**config.mk**
```make
export PLATFORM = sky130hd
export DESIGN_NAME = bic_link
export DESIGN_NICKNAME = d
export VERILOG_FILES = /design/src/rtl/bic_pkg.sv /design/src/rtl/bic_popcount.sv /design/src/rtl/bic_encoder.sv /design/src/rtl/bic_decoder.sv /design/src/rtl/bic_link.sv
export SDC_FILE = /design/constraint.sdc
export NUM_CORES = 1
export LEC_CHECK = 0
export ABC_AREA = 1
export BUFFER_PORTS_ARGS = -buffer_cell sky130_fd_sc_hd__clkbuf_2
export CORE_MARGIN = 2
export CORE_UTILIZATION = 35
export DETAILED_ROUTE_END_ITERATION = 10
export GPL_ROUTABILITY_DRIVEN = 0
export SYNTH_ARGS = -nofsm -noshare
export SYNTH_HDL_FRONTEND = slang
export SYNTH_SLANG_ARGS = --single-unit
```
**constraint.sdc**
```tcl
create_clock -name clk -period 5.4 [get_ports clk]
set_input_delay 1.35 -clock clk [delete_from_list [all_inputs] [get_ports clk]]
set_output_delay 1.35 -clock clk [all_outputs]
set_load 0.005 [all_outputs]
```
**src/rtl/bic_pkg.sv**
```systemverilog
package bic_pkg;

    typedef enum logic {
        POL_TRUE = 1'b0,
        POL_INV  = 1'b1
    } pol_e;

    function automatic int unsigned cnt_w(input int unsigned w);
        return $clog2(w + 1) + 1;
    endfunction

endpackage

```
**src/rtl/bic_popcount.sv**
```systemverilog
module bic_popcount #(
    parameter int unsigned W = 8,
    localparam int unsigned CW = $clog2(W + 1)
) (
    input  logic [W-1:0]  vec,
    output logic [CW-1:0] ones
);
    always_comb begin
        ones = '0;
        for (int i = 0; i < int'(W); i++) begin
            ones = ones + CW'(vec[i]);
        end
    end
endmodule

```
**src/rtl/bic_encoder.sv**
```systemverilog
module bic_encoder
    import bic_pkg::*;
#(
    parameter int unsigned DATA_W = 8
) (
    input  logic              clk,
    input  logic              rst,
    input  logic              in_valid,
    input  logic [DATA_W-1:0] in_data,
    output logic [DATA_W-1:0] bus_data,
    output pol_e              bus_pol
);
    localparam int unsigned HW = $clog2(DATA_W + 1);
    localparam int unsigned KW = cnt_w(DATA_W);
    localparam logic [KW-1:0] FULL = KW'(DATA_W);

    typedef struct packed {
        pol_e              pol;
        logic [DATA_W-1:0] data;
    } bus_t;

    bus_t         cur_q, nxt;
    logic [HW-1:0] diff_ones;
    logic [KW-1:0] cost_true, cost_inv;

    bic_popcount #(.W(DATA_W)) u_pop (
        .vec  (in_data ^ cur_q.data),
        .ones (diff_ones)
    );

    always_comb begin
        cost_true = KW'(diff_ones) + KW'(cur_q.pol == POL_INV);
        cost_inv  = FULL - KW'(diff_ones) + KW'(cur_q.pol == POL_TRUE);
        if (cost_inv < cost_true) begin
            nxt.pol  = POL_INV;
            nxt.data = ~in_data;
        end else begin
            nxt.pol  = POL_TRUE;
            nxt.data = in_data;
        end
    end

    always_ff @(posedge clk) begin
        if (rst) begin
            cur_q <= '{pol: POL_TRUE, data: '0};
        end else if (in_valid) begin
            cur_q <= nxt;
        end
    end

    assign bus_data = cur_q.data;
    assign bus_pol  = cur_q.pol;
endmodule

```
**src/rtl/bic_decoder.sv**
```systemverilog
module bic_decoder
    import bic_pkg::*;
#(
    parameter int unsigned DATA_W = 8
) (
    input  logic [DATA_W-1:0] bus_data,
    input  pol_e              bus_pol,
    output logic [DATA_W-1:0] word
);
    assign word = bus_data ^ {DATA_W{bus_pol == POL_INV}};
endmodule

```
**src/rtl/bic_link.sv**
```systemverilog
module bic_link
    import bic_pkg::*;
#(
    parameter int unsigned DATA_W = 8
) (
    input  logic              clk,
    input  logic              rst,
    input  logic              in_valid,
    input  logic [DATA_W-1:0] in_data,
    output logic [DATA_W-1:0] bus_data,
    output logic              bus_inv,
    output logic [DATA_W-1:0] out_data
);
    pol_e pol;

    bic_encoder #(.DATA_W(DATA_W)) u_enc (
        .clk      (clk),
        .rst      (rst),
        .in_valid (in_valid),
        .in_data  (in_data),
        .bus_data (bus_data),
        .bus_pol  (pol)
    );

    bic_decoder #(.DATA_W(DATA_W)) u_dec (
        .bus_data (bus_data),
        .bus_pol  (pol),
        .word     (out_data)
    );

    assign bus_inv = (pol == POL_INV);
endmodule

```
# Yosys cells after proc, flatten, opt, wreduce, memory -nomap -nowiden
# Cells that the tools add are included.
[totals]
ff_bits = 9
output_inout_bits = 17
[classes]
add_sub_neg = 10
order_cmp = 1
muxes = 1
bitwise_logic = 4
[ops]
columns = ["cell", "count"]
rows = [
  ["4-bit by 1-bit adder with 4-bit output", 4],
  ["8-bit bitwise XOR", 2],
  ["9-bit two-way mux", 1],
  ["8-bit inverter", 1],
  ["4-bit by 1-bit adder with 5-bit output", 1],
  ["5-bit by 1-bit adder with 5-bit output", 1],
  ["5-bit less-than comparator", 1],
  ["4-bit by 4-bit subtractor with 5-bit output (first input constant)", 1],
  ["3-bit by 1-bit adder with 4-bit output", 1],
  ["2-bit by 1-bit adder with 3-bit output", 1],
  ["1-bit by 1-bit adder with 2-bit output", 1],
  ["1-bit inverter", 1],
]

# Logic depth before layout (Yosys ltp)
[depth]
ltp_word = 12
ltp_mapped = 23
ltp_nobuf = 23

# Hierarchy
# Synthesis repeated with hierarchy kept, for this count alone.
[unflattened]
cells_unflattened = 175
hier_area_um2 = 1102.3
[by_module_without_submodules]
columns = ["mod", "n_inst", "cells_each", "area_per_inst_um2", "seq_area_each_um2"]
rows = [
  ["bic_encoder", 1, 113, 769.5, 180.2],
  ["bic_popcount", 1, 28, 197.7, 0.0],
  ["bic_decoder", 1, 34, 135.1, 0.0],
]

# Least setup slack after synthesis
# No wires, ideal clock.
[synth_timing]
path_type = "input to register"
startpoint = "in in_data[0]"
endpoint = "reg u_enc.cur_q, in the netlist u_enc.bus_data[0]"
arrival_time_ps = 5129
required_time_ps = 5291
setup_slack_ps = 163
stages = 20
path_buffers = 0
cell_sequence = "xnor2_1 > fa_1 > inv_1 > fa_1 > inv_1 > fa_1 > inv_1 > ha_1 > inv_1 > fa_1 > inv_1 > ha_1 > nand3_1 > ha_1 > a21oi_4 > nand2_4 > nand2_1 > nand3_1 > nand2_1 > inv_1"
[synth_via]
elab_chain_len = 12
word_cells_on_any_way = 14
cone_classes = "10 x add/sub; 1 x order compare; 1 x mux; 2 x bitwise"
[synth_lines]
columns = ["element", "line_no", "source"]
rows = [
  ["start: declaration", "bic_link.sv:9", "input logic [DATA_W-1:0] in_data,"],
  ["8-bit bitwise XOR", "bic_encoder.sv:27", ".vec (in_data ^ cur_q.data),"],
  ["1-bit by 1-bit adder with 2-bit output", "bic_popcount.sv:11", "ones = ones + CW'(vec[i]);"],
  ["2-bit by 1-bit adder with 3-bit output", "bic_popcount.sv:11", ""],
  ["3-bit by 1-bit adder with 4-bit output", "bic_popcount.sv:11", ""],
  ["4-bit by 1-bit adder with 4-bit output (4 in series)", "bic_popcount.sv:11", ""],
  ["4-bit by 4-bit subtractor with 5-bit output", "bic_encoder.sv:33", "cost_inv = FULL - KW'(diff_ones) + KW'(cur_q.pol == POL_TRUE);"],
  ["5-bit by 1-bit adder with 5-bit output", "bic_encoder.sv:33", ""],
  ["5-bit less-than comparator", "bic_encoder.sv:34", "if (cost_inv < cost_true) begin"],
  ["9-bit two-way mux (*)", "bic_encoder.sv:34", ""],
  ["end signal: assignment", "bic_encoder.sv:45", "cur_q <= '{pol: POL_TRUE, data: '0};"],
  ["end signal: assignment", "bic_encoder.sv:47", "cur_q <= nxt;"],
  ["end: declaration", "bic_encoder.sv:22", "bus_t cur_q, nxt;"],
]
# Every way passes the cells marked *; elsewhere a longest branch is shown, timed or not.
# A chain may end at the register's enable or synchronous reset.

# Worst setup path after layout
[layout_timing]
startpoint = "in in_data[3]"
endpoint = "reg u_enc.cur_q, in the netlist u_enc.bus_data[3]"
[layout_via]
elab_chain_len = 10
word_cells_on_any_way = 12
cone_classes = "8 x add/sub; 1 x order compare; 1 x mux; 2 x bitwise"
[layout_lines]
columns = ["element", "line_no"]
rows = [
  ["8-bit bitwise XOR", "bic_encoder.sv:27"],
  ["3-bit by 1-bit adder with 4-bit output", "bic_popcount.sv:11"],
  ["4-bit by 1-bit adder with 4-bit output (4 in series)", "bic_popcount.sv:11"],
  ["4-bit by 4-bit subtractor with 5-bit output", "bic_encoder.sv:33"],
  ["5-bit by 1-bit adder with 5-bit output", "bic_encoder.sv:33"],
  ["5-bit less-than comparator", "bic_encoder.sv:34"],
  ["9-bit two-way mux (*)", "bic_encoder.sv:34"],
]
# Marked as above.

==> results.md <==
Setup path:
- STA classifies the critical path endpoint as a flip-flop.
- In this run the worst setup path begins at in_data[3].
- The arrival time of data at the critical path endpoint is 5.38 ns.
- The startpoint of the worst-slack reg-to-reg timing path is u_enc.bus_data[3].
- The largest driver fanout on the critical path is 5.
- Counting cells, the worst reg-to-reg path comes to 22.
- For the worst setup path, the data required time is 5.56 ns.
- STA classifies the critical path startpoint as a primary input.
- The critical path is of the in2reg type.

STA:
- At the pin with the least slew margin, the transition time is 0.621 ns.
- The final number of max-transition violations was 0.
- The routed design could run at a clock period as short as 5.22 ns.
- The number of setup violations in the final report is 0.
- Clock skew on the completed layout was measured at 0.00208 ns.
- Final hold analysis gives a worst-case slack of 0.601 ns.
- Measured against its own limit, the worst slew margin works out to 58.5%.
- Timing would allow up to 0.191 GHz.
- The final worst setup slack is 0.178 ns.
- In the finished design, the share of the clock period the worst path needs comes to 96.7%.
- The hold violation count in the final report is 0.

Die:
- The initial core utilization is 36.7%.
- The site row count is 19.
- The number of top-level pins is 28.
- The chip width is 57.5 um.
- The die extent in y is 57.5 um.
- The area inside the core boundary is 2730 um2.
- The floorplan step defined a die boundary enclosing 3310 um2.

Synth:
- The adder-cell area share of the yosys netlist is 19.2%.
- The synthesized-area fraction occupied by xor and xnor cells is 19.1%.
- The share of the synthesized area in compound gates (AO/OA/AOI/OAI) is 3.37%.
- The cell count after synthesis came out at 142.
- Multiplexer cells account for 0% of the synthesized area.
- For this run, the leading register cell type out of synthesis is dfxtp_1.
- Summed over all instances, the cell type with the most area after synthesis is dfxtp_1.
- Of the post-synthesis cell area, the dominant cell type holds 18.0%.
- The Yosys step of the flow raised 0 warnings.
- The number of nets handed over by synthesis was 166.
- The async set or reset register ratio after synthesis is 0%.
- The combinational family with the most area after synthesis is simple AND/OR/NAND/NOR gates.
- The average instance in the mapped netlist occupies 7.06 um2.
- The cell area that synthesis handed to floorplanning was 1000 um2.
- After synthesis the netlist holds a flip-flop and latch count of 9.
- The sequential fraction of the synthesis area is 18.0%.
- Of the total synthesized cell area, the portion taken by AND, OR, NAND and NOR gates is 26.5%.
- The synthesized design contains 0 enable-type register cells.
- Yosys mapped the design onto 19 distinct sky130hd cell types.
- By area the synthesized netlist is led by dfxtp_1 (18%), xor2_1 (12%), inv_1 (12%).

Final layout:
- The layout cell share with drive strength beyond 1 is 34.1%.
- The layout overhead on the synthesized area is 38.2%.
- In the layout the commonest cells are inv_1 (27), clkbuf_2 (27), nand2_1 (20).
- The sequential cells in the finished layout cover a total of 180 um2.
- The final instance area is 1390 um2.
- The net count reported at finish is 207.
- The multi-input combinational cell area is 766 um2.
- Measured on the finished design, the core utilization comes to 50.7%.
- After filler insertion, the fill cell instance count of the layout stands at 251.
- The number of antenna cells inserted is 0.

GRT:
- The number of antenna violations at the first check in global routing is 0.
- The number of global-route vias before repair came to 892.
- Entering global routing, the biggest net connects 19 pins.
- For this run the aggregate overflow at the end of global routing stands at 0.
- The first global-routing pass estimated 3880 um of wire.
- The total global-route track usage is 14.9%.

Drt:
- The detailed-route vias per instance is 4.47.
- The final antenna-violating net count is 0.
- In this run, the number of DRC markers left after iteration 0 of detailed routing was 9.
- The average wire per cell in the routed design is 10.7 um.
- In the routed design, unresolved DRC markers number 0.
- Across all layers, the routed design uses 953 vias.
- The final wirelength is 2290 um.
- The first detailed-routing pass ran for 4 iterations.

Clock network:
- No sink is reached through more buffers than the 2 on the longest clock path.
- In this run the number of H-tree levels came out at 1.
- The TritonCTS clock tree is built.
- For this design, the sink count on the clock tree is 9.
- At the later pin of the worst-skew pair, clock insertion delay measures 0.26 ns.
- The clock tree root buffer cell is clkbuf_4.
- In this run, CTS created clock tree buffers numbering 3.
- The number of hold buffers added after CTS was 0.
- After clock tree synthesis, the clock-pin slew on the worst setup and hold paths is 0.07 ns.

Placed design:
- The total placed instance area is 1240 um2.
- The half-perimeter wire length after placement is 1710 um.
- The pre-CTS setup slack is -0.210 ns.
- The number of port buffers is 27.

Min path:
- The start point of the worst min-delay path is u_enc.bus_data[0].
- The worst min-delay path class is reg2reg.
- The instance count along the most critical hold path is 4.

Flow run:
- The tool flagged a number of max-cap violations equal to 0.

Outcome:
- The run finished with clean final reports.
Yosys cell counts (2+ instances only):
cell / n
xnor2_1: 6
nand2_4: 2
nand2_1: 22
nand3_1: 18
dfxtp_1: 9
inv_1: 31
xor2_1: 14
fa_1: 4
ha_1: 9
nor2_1: 16
buf_2: 3
state kept, by name, summed over array words and instances (netlist names):
register / count
u_enc.bus_data: 8
u_enc.bus_pol: 1
per-layer routing:
layer / vias to the layer above / GRT usage, % / wire (um)
met5: - / 0 / 0
met4: 0 / 6.31 / 58
met3: 7 / 1.81 / 105
met2: 21 / 24.5 / 1070
met1: 423 / 19.6 / 1050
li1: 502 / - / -
worst max-delay path, cell delays in order:
cell and delay, ns:
clkbuf_2 0.11, xnor2_2 0.14, fa_1 0.56, inv_2 0.04
fa_1 0.49, inv_2 0.04, fa_1 0.45, inv_1 0.07
ha_2 0.18, inv_2 0.04, fa_2 0.60, inv_2 0.07
ha_4 0.17, xnor2_2 0.17, ha_1 0.25, nand2_1 0.08
nand2_2 0.06, nand2_4 0.14, nand2_8 0.08, nand2_1 0.06
nand3_1 0.07, nand2_1 0.09, inv_1 0.04
path summary, 6_finish.rpt:
| path | to | slack [ns] |
|---|---|---|
| worst min-delay path | u_enc.bus_data[0] | 0.60 |
| worst min register to register | u_enc.bus_data[0] | 0.60 |
| worst max-delay path | u_enc.bus_data[3] | 0.18 |
| worst max register to register | u_enc.bus_data[3] | 1.01 |
cell type report:
| type | count | share of cell area, % |
|---|---|---|
| multi-input combinational | 98 | 55.3 |
| timing repair buffer | 39 | 18.3 |
| inverter | 32 | 8.67 |
| clock buffer | 4 | 1.90 |
| tap | 31 | 2.80 |
| sequential | 9 | 13.0 |
per-stage QoR:
stage / instances / setup TNS, ns
final: 213 / 0
after detailed placement: 205 / -1.62
after CTS: 209 / 0
after floorplan: 142 / 0
after global routing: 213 / -0.0215
after global placement: 205 / -0.973
cell families (layout without fill, tap and decap cells):
family | count (synthesis) | after routing
flip-flops | 9 | 9
buffers and inverters | 36 | 75
XOR/XNOR | 21 | 21
adder cells (fa/ha/maj) | 13 | 13
AO/OA/AOI/OAI | 4 | 4
AND/OR/NAND/NOR | 59 | 60
repair_timing:
action	CTS	global route
setup buffers	0	3
gates resized for setup	0	19
endpoints found under the setup margin	0	9
Power is left out: the tool's default activity adds up to more than one toggle a clock period on the data nets, which glitch-free logic cannot reach.
